<file path="config.mk">
export PLATFORM = sky130hd
export DESIGN_NAME = i2c_addr_match
export DESIGN_NICKNAME = d
export VERILOG_FILES = /design/src/rtl/i2c_am_pkg.sv /design/src/rtl/i2c_am_edge.sv /design/src/rtl/i2c_am_shift.sv /design/src/rtl/i2c_am_cmp.sv /design/src/rtl/i2c_addr_match.sv
export SDC_FILE = /design/constraint.sdc
export NUM_CORES = 1
export LEC_CHECK = 0
export ABC_AREA = 1
export BUFFER_PORTS_ARGS = -buffer_cell sky130_fd_sc_hd__buf_2
export CELL_PAD_IN_SITES_DETAIL_PLACEMENT = 0
export CELL_PAD_IN_SITES_GLOBAL_PLACEMENT = 1
export CORE_UTILIZATION = 36
export CTS_CLUSTER_SIZE = 10
export DETAILED_ROUTE_END_ITERATION = 10
export PLACE_DENSITY_LB_ADDON = 0.12
export SLEW_MARGIN = 0
export SYNTH_ARGS = -nofsm -noshare
export SYNTH_HDL_FRONTEND = slang
export SYNTH_SLANG_ARGS = --single-unit
</file>
<file path="constraint.sdc">
create_clock -name clk_i -period 1.7 [get_ports clk_i]
set_clock_uncertainty 0.2 [all_clocks]
set_input_delay 0.34 -clock clk_i [delete_from_list [all_inputs] [get_ports clk_i]]
set_output_delay 0.34 -clock clk_i [all_outputs]
set_load 0.05 [all_outputs]
</file>
<file path="src/rtl/i2c_am_pkg.sv">
package i2c_am_pkg;
  localparam int unsigned BYTE_W  = 8;
  localparam int unsigned HDR_W   = 5;
  localparam logic [HDR_W-1:0] HDR_10B = 5'b11110;

  typedef enum logic [1:0] {
    S_SKIP,  // off the bus until START
    S_ADDR,  // collecting address byte
    S_ACKW,  // matched, waiting for end of bit 8
    S_ACK    // driving ACK through bit 9
  } am_state_e;
endpackage

</file>
<file path="src/rtl/i2c_am_edge.sv">
module i2c_am_edge (
  input  logic clk_i,
  input  logic rst_ni,
  input  logic scl_i,
  output logic rise_o,
  output logic fall_o
);
  logic scl_q;

  always_ff @(posedge clk_i or negedge rst_ni) begin
    if (!rst_ni) scl_q <= 1'b1;
    else         scl_q <= scl_i;
  end

  assign rise_o = scl_i & ~scl_q;
  assign fall_o = ~scl_i & scl_q;
endmodule

</file>
<file path="src/rtl/i2c_am_shift.sv">
module i2c_am_shift #(
  parameter int unsigned W = 8
) (
  input  logic         clk_i,
  input  logic         rst_ni,
  input  logic         clr_i,
  input  logic         en_i,
  input  logic         shift_i,
  input  logic         sda_i,
  output logic [W-1:0] byte_o,
  output logic         last_o
);
  localparam int unsigned CNT_W = $clog2(W);
  localparam logic [CNT_W-1:0] CNT_LAST = CNT_W'(W - 1);

  logic [CNT_W-1:0] cnt_q;
  logic [W-2:0]     sh_q;
  logic             take;

  assign byte_o = {sh_q, sda_i};
  assign take   = en_i & shift_i & ~clr_i;
  assign last_o = take & (cnt_q == CNT_LAST);

  always_ff @(posedge clk_i or negedge rst_ni) begin
    if (!rst_ni) begin
      cnt_q <= '0;
      sh_q  <= '0;
    end else if (clr_i) begin
      cnt_q <= '0;
    end else if (take) begin
      sh_q  <= byte_o[W-2:0];
      cnt_q <= last_o ? '0 : cnt_q + 1'b1;
    end
  end
endmodule

</file>
<file path="src/rtl/i2c_am_cmp.sv">
module i2c_am_cmp #(
  parameter int unsigned W   = 8,
  parameter int unsigned HW  = 5,
  parameter logic [HW-1:0] HDR = 5'b11110
) (
  input  logic [W-1:0] byte_i,
  input  logic [W-1:0] addr_i,
  input  logic [W-1:0] mask_i,
  input  logic         ten_bit_i,
  output logic         hit_o
);
  localparam int unsigned TAIL_HI = W - HW - 1;

  logic [W-1:1] bit_ok;
  logic         hit7, hdr_ok, tail_ok;
  logic         unused_rsvd;

  for (genvar i = 1; i < W; i++) begin : g_bit
    assign bit_ok[i] = ~mask_i[i] | (byte_i[i] == addr_i[i]);
  end

  assign hit7    = &bit_ok;
  assign hdr_ok  = (byte_i[W-1 -: HW] == HDR);
  assign tail_ok = &bit_ok[TAIL_HI:1];
  assign hit_o   = ten_bit_i ? (hdr_ok & tail_ok) : hit7;

  // reserved bit 0 never takes part in the compare
  assign unused_rsvd = ^{byte_i[0], addr_i[0], mask_i[0]};
endmodule

</file>
<file path="src/rtl/i2c_addr_match.sv">
module i2c_addr_match
  import i2c_am_pkg::*;
(
  input  logic              clk_i,
  input  logic              rst_ni,
  input  logic              scl_i,
  input  logic              sda_i,
  input  logic              start_i,
  input  logic [BYTE_W-1:0] addr_i,
  input  logic [BYTE_W-1:0] mask_i,
  input  logic              ten_bit_i,
  output logic              sda_low_o,
  output logic              match_o,
  output logic              dir_o
);
  am_state_e         state_q;
  logic              rise, fall, last, hit;
  logic [BYTE_W-1:0] rx_byte;
  logic              match_q, dir_q, ack_q;

  i2c_am_edge u_edge (
    .clk_i  (clk_i),
    .rst_ni (rst_ni),
    .scl_i  (scl_i),
    .rise_o (rise),
    .fall_o (fall)
  );

  i2c_am_shift #(.W(BYTE_W)) u_shift (
    .clk_i   (clk_i),
    .rst_ni  (rst_ni),
    .clr_i   (start_i),
    .en_i    (state_q == S_ADDR),
    .shift_i (rise),
    .sda_i   (sda_i),
    .byte_o  (rx_byte),
    .last_o  (last)
  );

  i2c_am_cmp #(.W(BYTE_W), .HW(HDR_W), .HDR(HDR_10B)) u_cmp (
    .byte_i    (rx_byte),
    .addr_i    (addr_i),
    .mask_i    (mask_i),
    .ten_bit_i (ten_bit_i),
    .hit_o     (hit)
  );

  always_ff @(posedge clk_i or negedge rst_ni) begin
    if (!rst_ni) begin
      state_q <= S_SKIP;
      match_q <= 1'b0;
      dir_q   <= 1'b0;
      ack_q   <= 1'b0;
    end else begin
      match_q <= 1'b0;
      if (start_i) begin
        state_q <= S_ADDR;
        ack_q   <= 1'b0;
      end else begin
        unique case (state_q)
          S_ADDR: if (last) begin
            if (hit) begin
              state_q <= S_ACKW;
              match_q <= 1'b1;
              dir_q   <= rx_byte[0];
            end else begin
              state_q <= S_SKIP;
            end
          end
          S_ACKW: if (fall) begin
            state_q <= S_ACK;
            ack_q   <= 1'b1;
          end
          S_ACK: if (fall) begin
            state_q <= S_SKIP;
            ack_q   <= 1'b0;
          end
          default: state_q <= S_SKIP;
        endcase
      end
    end
  end

  assign sda_low_o = ack_q;
  assign match_o   = match_q;
  assign dir_o     = dir_q;
endmodule

</file>
==> results summary, run 1 <==
The transition time at the pin with the least slew margin is 361 ps. The count of yosys warnings during synthesis came out at 0. The combinational share of power came out at 0.274. The die is about 52 um tall.

The number of antenna violations at the first check in global routing came out at 0. STA puts the critical path data arrival time at 1550 ps. The sum of routed wire length over all layers is 1.75 mm. The core region is 2280 um^2. The total power is 1.01 mW.

The count of cells along the worst register-to-register path came out at 9. The number of hold violations in the final report was 0. The hold-critical path depth is 3. The number of buffers created by CTS is 3. The final setup violation count is 0.

TritonCTS built the clock tree. The maximum number of pins on one net before global-route repair is 17. The power share of the clock group is 0.204. The via count of the first global-routing pass is between 800 and 900.

The max-capacitance violation count is 0. The total cell area at the placement stage is 1060 um^2. The number of vias per cell is around 4.7. For this design the total switching power over the nets is around 0.34 mW. The CTS clock-pin slew for the worst setup and hold paths came out at 100 ps. The largest fanout on the critical path came out at 4. After synthesis, the mean cell area works out to approximately 8 um^2. The signed area change from the synthesized netlist to the final layout came out at 25.8%. The worst setup path is of the register to register kind. The power per cell area is 894 nW/um^2. After synthesis the netlist holds a flip-flop and latch count of 16.

The class of the tightest hold or removal check is input port to register. The total routing resource utilization after global routing came out at 0.154. The most common cell after layout, fill and taps aside is nand2_1. CTS built an H-tree with a depth of 1. The die area came out at roughly 2700 um^2. The final net count came out at 175. The fraction of synthesized cell area taken by the top area cell type is 0.418. The net switching fraction of the power is 0.336. The detailed router finished its first iteration with 16 violations. The count of buffers added on input and output ports is 22. Counting along the longest clock path gives a buffer depth of 2. STA classifies the critical path endpoint as a register. The count of pins over their slew limit came out at 0. The wire-length estimate of the detail-placed layout is 1.38 mm. The floorplan has 17 rows. The number of distinct library cells after synthesis is 20.

Routability-driven placement finished with a final weighted congestion of 0.760. For this run, the detailed router's first-pass iteration total came to 4. The detailed-route DRC error count came out at 0.

The number of inserted diodes is 0. After routing the design area is 1130 um^2. The clock reaches the later pin of the worst-skew pair after between 200 and 300 ps.

VDD sags by at most 404 uV. In this run the remaining antenna-violating nets after routing total 0. After technology mapping, the gate count stands at 114. When the netlist entered floorplanning its net count stood at 141. The layout has 229 filler cells.

The tree is rooted in a clkbuf_4. The total clock sinks is 16. The fraction of the cycle the final worst path needs is 0.929. Leaving out fill and tap cells, the most frequent cells in the layout are 34 x nand2_1, 22 x buf_2, 15 x inv_1, 15 x dfrtp_1, 12 x nand3_1. The routed layout has 822 vias. The synthesized design spends more area on one cell type than any other, namely dfrtp_1. The global-route wire length before repair came out at 3.02 mm.

The maximum clock frequency is 0.633 GHz. The leftover overflow at the end of global routing is 0. The final critical delay including setup and external delays is about 1600 ps. The worst setup path is launched from a register. In the post-synthesis netlist, the biggest area contributors are dfrtp_1 42%, nand2_1 14%, ha_1 7.0%. The share of final-layout standard cells stronger than drive strength 1 is 0.265. The multi-input gate area in the final layout came out at roughly 430 um^2.

Data on the critical path is required at its endpoint by roughly 1700 ps. The analysis attributes to cell leakage a power of 0.633 nW. The sequential group share of total power is 0.521.

Measured against its own limit, the worst slew margin works out to 0.759. After detailed routing, the average wire length per cell comes to 10.0 um. The fraction of the yosys area taken by sequential cells is 0.448. The floorplan step set the die width to 51.9 um.

The starting utilization of the core area is 0.394. The count of boundary I/O pins came out at 25. The setup slack of the most critical reg-to-reg path came out at about 120 ps. Internal power comes to 0.671 mW.

The flow ran to the end, and the final reports show no timing, DRC or antenna violations. The area of all sequential standard cells came out at roughly 400 um^2. The total standard cell area after synthesis is 897 um^2.
-- power by group through the flow --
stage | clock (mW) | combinational [mW] | sequential, mW
after floorplan | 0 | 0.182 | 0.519
final | 0.206 | 0.277 | 0.526
after detailed placement | 0 | 0.269 | 0.532
after global placement | 0 | 0.261 | 0.529
after global routing | 0.240 | 0.323 | 0.540
after CTS | 0.217 | 0.274 | 0.525
-- path summary, 6_finish.rpt --
kind,start,endpoint
min in group asynchronous,rst_ni,u_shift.cnt_q[1]
min reg2reg,dir_o,dir_o
max in group asynchronous,rst_ni,u_edge.scl_q
min,sda_i,u_shift.sh_q[0]
max,state_q[1],state_q[0]
max reg2reg,state_q[1],state_q[0]
-- worst max-delay path, stage by stage, from the launching register on --
cell and delay (ps):
dfrtp_1 390, inv_1 60, ha_1 180, nand3_2 100
nor2_4 160, nand2_2 70, nand3_2 70, nand3_2 70
nor2_1 110, a21oi_1 50
-- metal layers --
metal / wire length (um) / GRT usage / vias to the layer above
met5: 0 / 0 / -
met4: 16 / 0.0721 / 0
met3: 72 / 0.0263 / 2
met2: 865 / 0.288 / 19
met1: 796 / 0.163 / 369
li1: - / - / 432
-- metrics by stage --
stage	cells	hold WS [ps]	setup WS, ps	utilization	setup TNS, ps
after floorplan	114	-156	161	-	0
after global placement	166	74.5	97.8	0.466	0
after detailed placement	166	78.1	88.7	0.466	0
after CTS	172	86.5	61.0	0.486	0
after global routing	175	81.6	-5.84	0.496	-8.07
final	175	89.0	121	0.496	0
-- cell type report --
cell class / count / share of cell area
multi-input cells: 81 / 0.381
flip-flops and latches: 16 / 0.356
well taps: 28 / 0.0310
inverters: 16 / 0.0532
repair buffers: 30 / 0.155
clock buffers: 4 / 0.0233
-- cells by family after synthesis --
| logic type | share of synthesized area |
|---|---|
| buffers and inverters | 0.0725 |
| AND/OR/NAND/NOR | 0.326 |
| adder cells (fa/ha/maj) | 0.0697 |
| flip-flops | 0.448 |
| AO/OA/AOI/OAI | 0.0837 |
-- repair_timing --
action                                  in CTS  in global routing
gates resized for setup                      0                  2
endpoints found under the hold margin       16                  0
setup buffers                                0                  3
hold buffers                                 2                  0
endpoints found under the setup margin       0                  3
-- synthesized netlist by cell type --
cell type,count
nand2_1,34
inv_1,16
dfrtp_1,15
nand3_1,12
o21ai_0,8
nor2_1,7
ha_1,5
nand3_2,3
nand4_1,2
or2_1,2
a211oi_1,1
a21oi_1,1
buf_2,1
dfstp_2,1
nand2_2,1
nor2_2,1
nor2_4,1
o21a_1,1
o21bai_1,1
o31ai_1,1
-- state kept, by name, indices dropped and copies added, names as in the netlist --
name / flops
match_o: 1
u_shift.cnt_q: 3
sda_low_o: 1
u_shift.sh_q: 7
dir_o: 1
state_q: 2
u_edge.scl_q: 1
Power figures use the tool's default switching activity.
==> run 2, diff against run 1 <==
- CORE_MARGIN: unset -> 3
- REMOVE_ABC_BUFFERS: unset -> 1
==> run 2 against run 1 <==
  * Fmax fell by 1.3%
  * Critical endpoint unchanged
  * Design area did not move
  * Register-to-register slack got worse by 20 ps
  * First-iteration DRC count rose by 38%
==> results summary, run 2 (same netlist as run 1, synthesis figures left out) <==
The post-route core utilization came out at 0.491 (was 0.496). The count of buffers from port buffering came out at 22 (unchanged). The count of pins over their slew limit was 0 (unchanged).

The worst reg2reg path endpoint is state_q[0] (unchanged). The share of final-layout standard cells stronger than drive strength 1 came to 0.259 (was 0.265). The maximum resistive drop on vdd is 462 uV (was 404 uV). The leftover overflow at the end of global routing came out at 0 (unchanged). The startpoint of the most critical register-to-register path is state_q[1] (unchanged). The starting utilization of the core area is 0.391 (was 0.394). The signed area change from the synthesized netlist to the final layout came out at 25.8% (unchanged). The met1 usage came to 0.153 (was 0.163). The core region area came out at 2300 um^2 (was 2280 um^2). The largest fanout on the critical path came out at 3 (was 4). The total clock sinks came out at 16 (unchanged). The sum of routed wire length over all layers is 1.77 mm (was 1.75 mm). The number of buffers on the longest clock path is 2 (unchanged). The flip-flop count of the largest register, all copies and words added came to 7 (unchanged).

The TritonCTS clock tree was yes (unchanged). The count of cells along the worst register-to-register path is 6 (was 9). The number of antenna violations at the first check in global routing was 0 (unchanged). The category of the worst setup path capture point is a register (unchanged). The setup slack of the most critical reg-to-reg path was 100 ps (was 120 ps). The maximum clock frequency came out at 0.625 GHz (was 0.633 GHz). The number of inserted diodes is 0 (unchanged). Result of the run: finished, final reports clean (unchanged). The detailed-route DRC error count came out at 0 (unchanged). The count of boundary I/O pins is 25 (unchanged).

Largest registers ranked by flip-flop count: u_shift.sh_q x7, u_shift.cnt_q x3, state_q x2 (unchanged). The latest clock arrival within the worst-skew pair is 280 ps (about the same). Setup repair after global routing left no endpoint under its margin. The busiest metal layer after global routing was met2 (unchanged).

The routed wirelength normalized by instance count was 10.1 um (was 10.0 um). The number of routed nets with antenna violations is 0 (unchanged). The global-route wire length before repair came out at 3.09 mm (was 3.02 mm). The register containing the most flip-flops in the final layout is u_shift.sh_q (unchanged). The half-perimeter wire length after placement is 1.39 mm (was 1.38 mm). The die area is 3130 um^2 (was 2700 um^2). The number of buffers created by CTS came out at 3 (unchanged). The startpoint class of the critical path is a register (unchanged). The die span in x is 55.9 um (was 51.9 um).

The cell count after placement came out at 166 (unchanged). The number of cell rows was 17 (unchanged). The via count of the first global-routing pass is 747 (was 801). The static power due to leakage is 0.634 nW (was 0.633 nW). Commonest non-fill, non-tap cells in the layout: 34 x nand2_1, 22 x buf_2, 16 x inv_1, 15 x dfrtp_1, 12 x nand3_1 (was 34 x nand2_1, 22 x buf_2, 15 x inv_1, 15 x dfrtp_1, 12 x nand3_1).

The fraction of the cycle the final worst path needs is 0.941 (was 0.929). The final net count was 175 (unchanged). The final setup violation count came out at 0 (unchanged). The total non-filler cell area in the finished layout is 1130 um^2 (unchanged). The max-capacitance violation count came out at 0 (unchanged). The die height is 55.9 um (was 51.9 um). The number of vias per cell was 4.66 (was 4.70). The DRC marker count from the first detailed-route iteration was 22 (was 16).

The final critical delay including setup and external delays is 1600 ps (was 1580 ps). The transition time at the pin with the least slew margin is 357 ps (was 361 ps). The post-layout instance count excluding filler cells is 175 (unchanged). The hold-critical path depth is 3 (unchanged). The maximum number of pins on one net before global-route repair came out at 17 (unchanged). The total negative slack came out at 0 ps (unchanged).

The CTS clock-pin slew for the worst setup and hold paths is 100 ps (about the same). The number of hold violations in the final report came out at 0 (unchanged). The routing usage on met2 came to 0.204 (was 0.288). The total cell area at the placement stage came out at 1060 um^2 (unchanged). The depth of the CTS H-tree was 1 (unchanged). The via count is 816 (was 822). The worst-case headroom to the max-slew limit is 0.762 (was 0.759). The global routing met3 resource utilization is 0.0209 (was 0.0263). The critical path start-end classification was register to register (unchanged).

The number of iterations in the first detailed-routing pass is 4 (unchanged). The arrival time of data at the critical path endpoint is 1570 ps (was 1550 ps). The total power came out at 0.999 mW (was 1.01 mW). The most common cell after layout, fill and taps aside was nand2_1 (unchanged). The total routing resource utilization after global routing is 0.124 (was 0.154). The class of the tightest hold or removal check is input port to register (unchanged).

The startpoint of the tightest hold check path is sda_i (unchanged). The buffer type at the clock tree root is clkbuf_4 (unchanged). The required time of the critical path was 1670 ps (about the same). The end point of the worst hold path was u_shift.sh_q[0] (unchanged). The power per cell area came out at 885 nW/um^2 (was 894 nW/um^2). The routability congestion estimate from global placement came out at 0.819 (was 0.760).
run 2: through the flow:
step	hold WS (ps)	worst slack (ps)
4_1_cts	66.5	57.1
5_1_grt	89.9	0.478
6_report	76.0	101
3_5_place_dp	79.3	88.3
2_1_floorplan	-156	53.6
3_3_place_gp	77.1	94.7
run 2: worst max-delay path by stage:
stage                    start          to  slack (ps)  cells after the start
finish              state_q[1]  state_q[0]         100                      6
global placement    state_q[1]  state_q[0]          90                      9
global route        state_q[1]  state_q[1]         0.5                     10
CTS                 state_q[1]  state_q[0]          60                      9
detailed placement  state_q[1]  state_q[0]          90                      9
floorplan           state_q[1]       dir_o          50                      9
run 2: layout make-up:
cell class,count,area (um^2)
flip-flops and latches,16,402
inverters,16,60.1
fillers,244,1170
well taps,28,35.0
multi-input cells,81,430
repair buffers,30,175
clock buffers,4,26.3
run 2: critical path, cell delays in order, from the launching register on:
cell	delay, ps
dfrtp_1	390
buf_4	150
ha_1	200
o21ai_0	280
nand3_2	120
nor2_1	100
a21oi_1	50
run 2: report_power, final:
| part | switching, mW | leakage [nW] | total, mW | internal [mW] |
|---|---|---|---|---|
| Sequential | 0.0629 | 0.207 | 0.521 | 0.458 |
| Clock | 0.114 | 0.0150 | 0.205 | 0.0910 |
| Combinational | 0.152 | 0.412 | 0.272 | 0.120 |
run 2: per-layer routing:
metal	part of all wire	wire [um]	up-vias
met3	0.041	73	4
met4	0.018	32	0
met5	0	0	-
met1	0.46	809	365
met2	0.48	851	18
li1	-	-	429
run 2: timing repair:
item                                    in CTS  in global routing
buffers inserted                             0                  3
gates resized for setup                      0                  0
endpoints found under the hold margin       16                  0
endpoints found under the setup margin       0                  3
hold buffers                                 2                  0
==> run 3, diff against run 2 <==
==> constraint.sdc (replaced) <==
create_clock -name clk_i -period 1.7 [get_ports clk_i]
set_clock_uncertainty 0.2 [all_clocks]
set_input_delay 0 -clock clk_i [delete_from_list [all_inputs] [get_ports clk_i]]
set_output_delay 0 -clock clk_i [all_outputs]
set_load 0.05 [all_outputs]
==> run 3 against run 2 <==
  * Die area unchanged
  * Fmax shrank 1.4%
  * Flip-flop and latch count stayed put
  * Sequential share of layout area decreased by 2.7 points
  * Setup slack worse by 23 ps
  * Hold slack got worse by 69 ps
  * First-iteration DRC count is the same
  * Core utilization up 4.1 points
  * Combinational power grew 8.8%
  * Clock power grew 21%
  * Via count increased by 5.5%
  * Non-clock buffer count increased by 7
  * Largest cell class unchanged
==> results summary, run 3 (same netlist as run 1, synthesis figures left out) <==
The die area was 3130 um^2 (unchanged). The die span in x is 55.9 um (unchanged). The required time of the critical path was 1680 ps (was 1670 ps).

The worst-case headroom to the max-slew limit came out at 0.542 (was 0.762). The CTS clock-pin slew for the worst setup and hold paths is 90 ps (was 100 ps). The share of final-layout standard cells stronger than drive strength 1 came out at 0.266 (was 0.259). The number of buffers created by CTS is 3 (unchanged).

Result of the run: finished, final reports clean (unchanged). The number of buffers on the longest clock path came out at 2 (unchanged). The cell with the largest stage delay on the worst path is dfrtp_1 (unchanged). The count of buffers from port buffering was 22 (unchanged). The half-perimeter wire length after placement came to 1.43 mm (was 1.39 mm).

Commonest non-fill, non-tap cells in the layout: 34 x nand2_1, 22 x buf_2, 16 x inv_1, 15 x dfrtp_1, 12 x nand3_1 (unchanged). Cell chain of the critical path: buf_4 -> ha_1 -> o21ai_0 -> nand3_2 -> nor2_1 -> a21oi_2 (was buf_4 -> ha_1 -> o21ai_0 -> nand3_2 -> nor2_1 -> a21oi_1). The detailed-route DRC error count came out at 0 (unchanged).

The startpoint class of the critical path is a register (unchanged). The number of vias per cell came out at 4.73 (was 4.66). The category of the worst setup path capture point was a register (unchanged). The register containing the most flip-flops in the final layout is u_shift.sh_q (unchanged). The total power is 1.07 mW (was 0.999 mW). The post-route core utilization is 0.532 (was 0.491).

The highest cell delay on the worst timing path is 400 ps (was 390 ps). The count of boundary I/O pins was 25 (unchanged). The leftover overflow at the end of global routing is 0 (unchanged). The maximum number of pins on one net before global-route repair was 16 (was 17).

The post-route worst setup slack is 77.5 ps (was 101 ps). The flip-flop count of the largest register, all copies and words added came out at 7 (unchanged). The maximum clock frequency came to 0.616 GHz (was 0.625 GHz).

The depth of the CTS H-tree came out at 1 (unchanged). The via count of the first global-routing pass was 804 (was 747). The DRC marker count from the first detailed-route iteration came out at 22 (unchanged). The final net count is 182 (was 175). The power per cell area is 874 nW/um^2 (was 885 nW/um^2).

The total cell area at the placement stage came out at 1050 um^2 (was 1060 um^2). The area of all sequential standard cells came out at 402 um^2 (unchanged). The number of antenna violations at the first check in global routing is 0 (unchanged). The signed area change from the synthesized netlist to the final layout was 36.3% (was 25.8%). The buffer type at the clock tree root is clkbuf_4 (unchanged). The total routing resource utilization after global routing came out at 0.131 (was 0.124). The number of routed nets with antenna violations is 0 (unchanged). The global-route wire length before repair came out at 3.26 mm (was 3.09 mm).

The class of the tightest hold or removal check is input port to register (unchanged). Largest registers ranked by flip-flop count: u_shift.sh_q x7, u_shift.cnt_q x3, state_q x2 (unchanged). The final critical delay including setup and external delays is 1620 ps (was 1600 ps).

The transition time at the pin with the least slew margin is 685 ps (was 357 ps). The number of iterations in the first detailed-routing pass is 4 (unchanged). The routability congestion estimate from global placement is 0.769 (was 0.819). The number of inserted diodes came out at 0 (unchanged).

The die height came out at 55.9 um (unchanged). The static power due to leakage is 0.669 nW (was 0.634 nW). The count of pins over their slew limit is 0 (unchanged).

The final setup violation count is 0 (unchanged). The number of cell rows came to 17 (unchanged). The routed wirelength normalized by instance count is 10.5 um (was 10.1 um). The via count is 861 (was 816). The fraction of the cycle the final worst path needs came to 0.954 (was 0.941).

The most common cell after layout, fill and taps aside is nand2_1 (unchanged). The max-capacitance violation count is 0 (unchanged). The core region area came to 2300 um^2 (unchanged). The critical path start-end classification was register to register (unchanged).

The largest fanout on the critical path came out at 3 (unchanged). The sum of routed wire length over all layers was 1.92 mm (was 1.77 mm). The number of fill cells is 248 (was 244). The total non-filler cell area in the finished layout came out at 1220 um^2 (was 1130 um^2).

The multi-input gate area in the final layout came out at 444 um^2 (was 430 um^2). The number of hold violations in the final report is 0 (unchanged). The latest clock arrival within the worst-skew pair came to 280 ps (about the same). The worst setup slack before clock tree synthesis came out at 26.2 ps (was 88.3 ps). The arrival time of data at the critical path endpoint is 1600 ps (was 1570 ps). The TritonCTS clock tree is yes (unchanged).

The starting utilization of the core area is 0.391 (unchanged). The total clock sinks came to 16 (unchanged). The maximum resistive drop on vdd is 522 uV (was 462 uV).
-- run 3: cell count changes in the layout (fill, tap and decap cells not counted) --
| cell | before | now |
|---|---|---|
| clkbuf_8 | 0 | 1 |
| a21oi_2 | 0 | 1 |
| a21oi_1 | 1 | 0 |
| nand3_2 | 3 | 2 |
| dlygate4sd3_1 | 2 | 9 |
| ha_2 | 0 | 1 |
| clkbuf_1 | 1 | 0 |
| ha_1 | 5 | 4 |
| nand3_4 | 0 | 1 |
-- run 3: worst max-delay path: cells and delay by family, from the launching register on --
kind                     cells  cell delay [ps]
AO/OA/AOI/OAI                2              310
adder cells (fa/ha/maj)      1              200
buffers and inverters        1              150
flip-flops                   1              400
AND/OR/NAND/NOR              2              250
-- run 3: per-stage QoR --
stage / hold slack, ps / std cells / TNS, ps
after floorplan: -496 / 113 / 0
after global placement: -263 / 165 / 0
after detailed placement: -266 / 165 / 0
after CTS: 5.27 / 181 / 0
after global routing: 45.6 / 182 / -1.05
final: 7.43 / 182 / 0
-- run 3: timing repair --
item | 4_1_cts | 5_1_grt
resized for setup | 0 | 3
hold buffers | 9 | 0
endpoints found under the setup margin | 2 | 3
pin swaps | 2 | 1
hold endpoints to repair | 27 | 0
setup buffers | 3 | 1
-- run 3: layout make-up --
class	count	share of cell area
clock buffer	4	0.0297
inverter	16	0.0491
multi-input combinational	81	0.363
sequential	16	0.329
tap	28	0.0287
timing repair buffer	37	0.201
-- run 3: metal layers --
metal	share of wire	track usage	vias to the layer above	wire [um]
li1	-	-	445	-
met1	0.42	0.147	394	798
met2	0.52	0.230	18	993
met3	0.047	0.0278	4	91
met4	0.018	0.0712	0	34
met5	0	0	-	0
-- run 3: final timing paths --
check                                 from               to  slack (ps)  cells after the start
worst max-delay path            state_q[1]       state_q[0]          80                      6
worst min-delay path             mask_i[6]            dir_o           7                      6
worst max register to register  state_q[1]       state_q[0]          80                      6
worst min register to register       dir_o            dir_o         280                      2
max in group asynchronous           rst_ni  u_shift.sh_q[6]         240                      3
min in group asynchronous           rst_ni     u_edge.scl_q         530                      3
-- run 3: report_power, final --
part | internal (mW) | leakage [nW] | total (mW) | switching (mW)
logic | 0.134 | 0.442 | 0.296 | 0.162
clock network | 0.130 | 0.0210 | 0.249 | 0.119
registers | 0.458 | 0.207 | 0.524 | 0.0654
total | 0.723 | 0.669 | 1.07 | 0.346
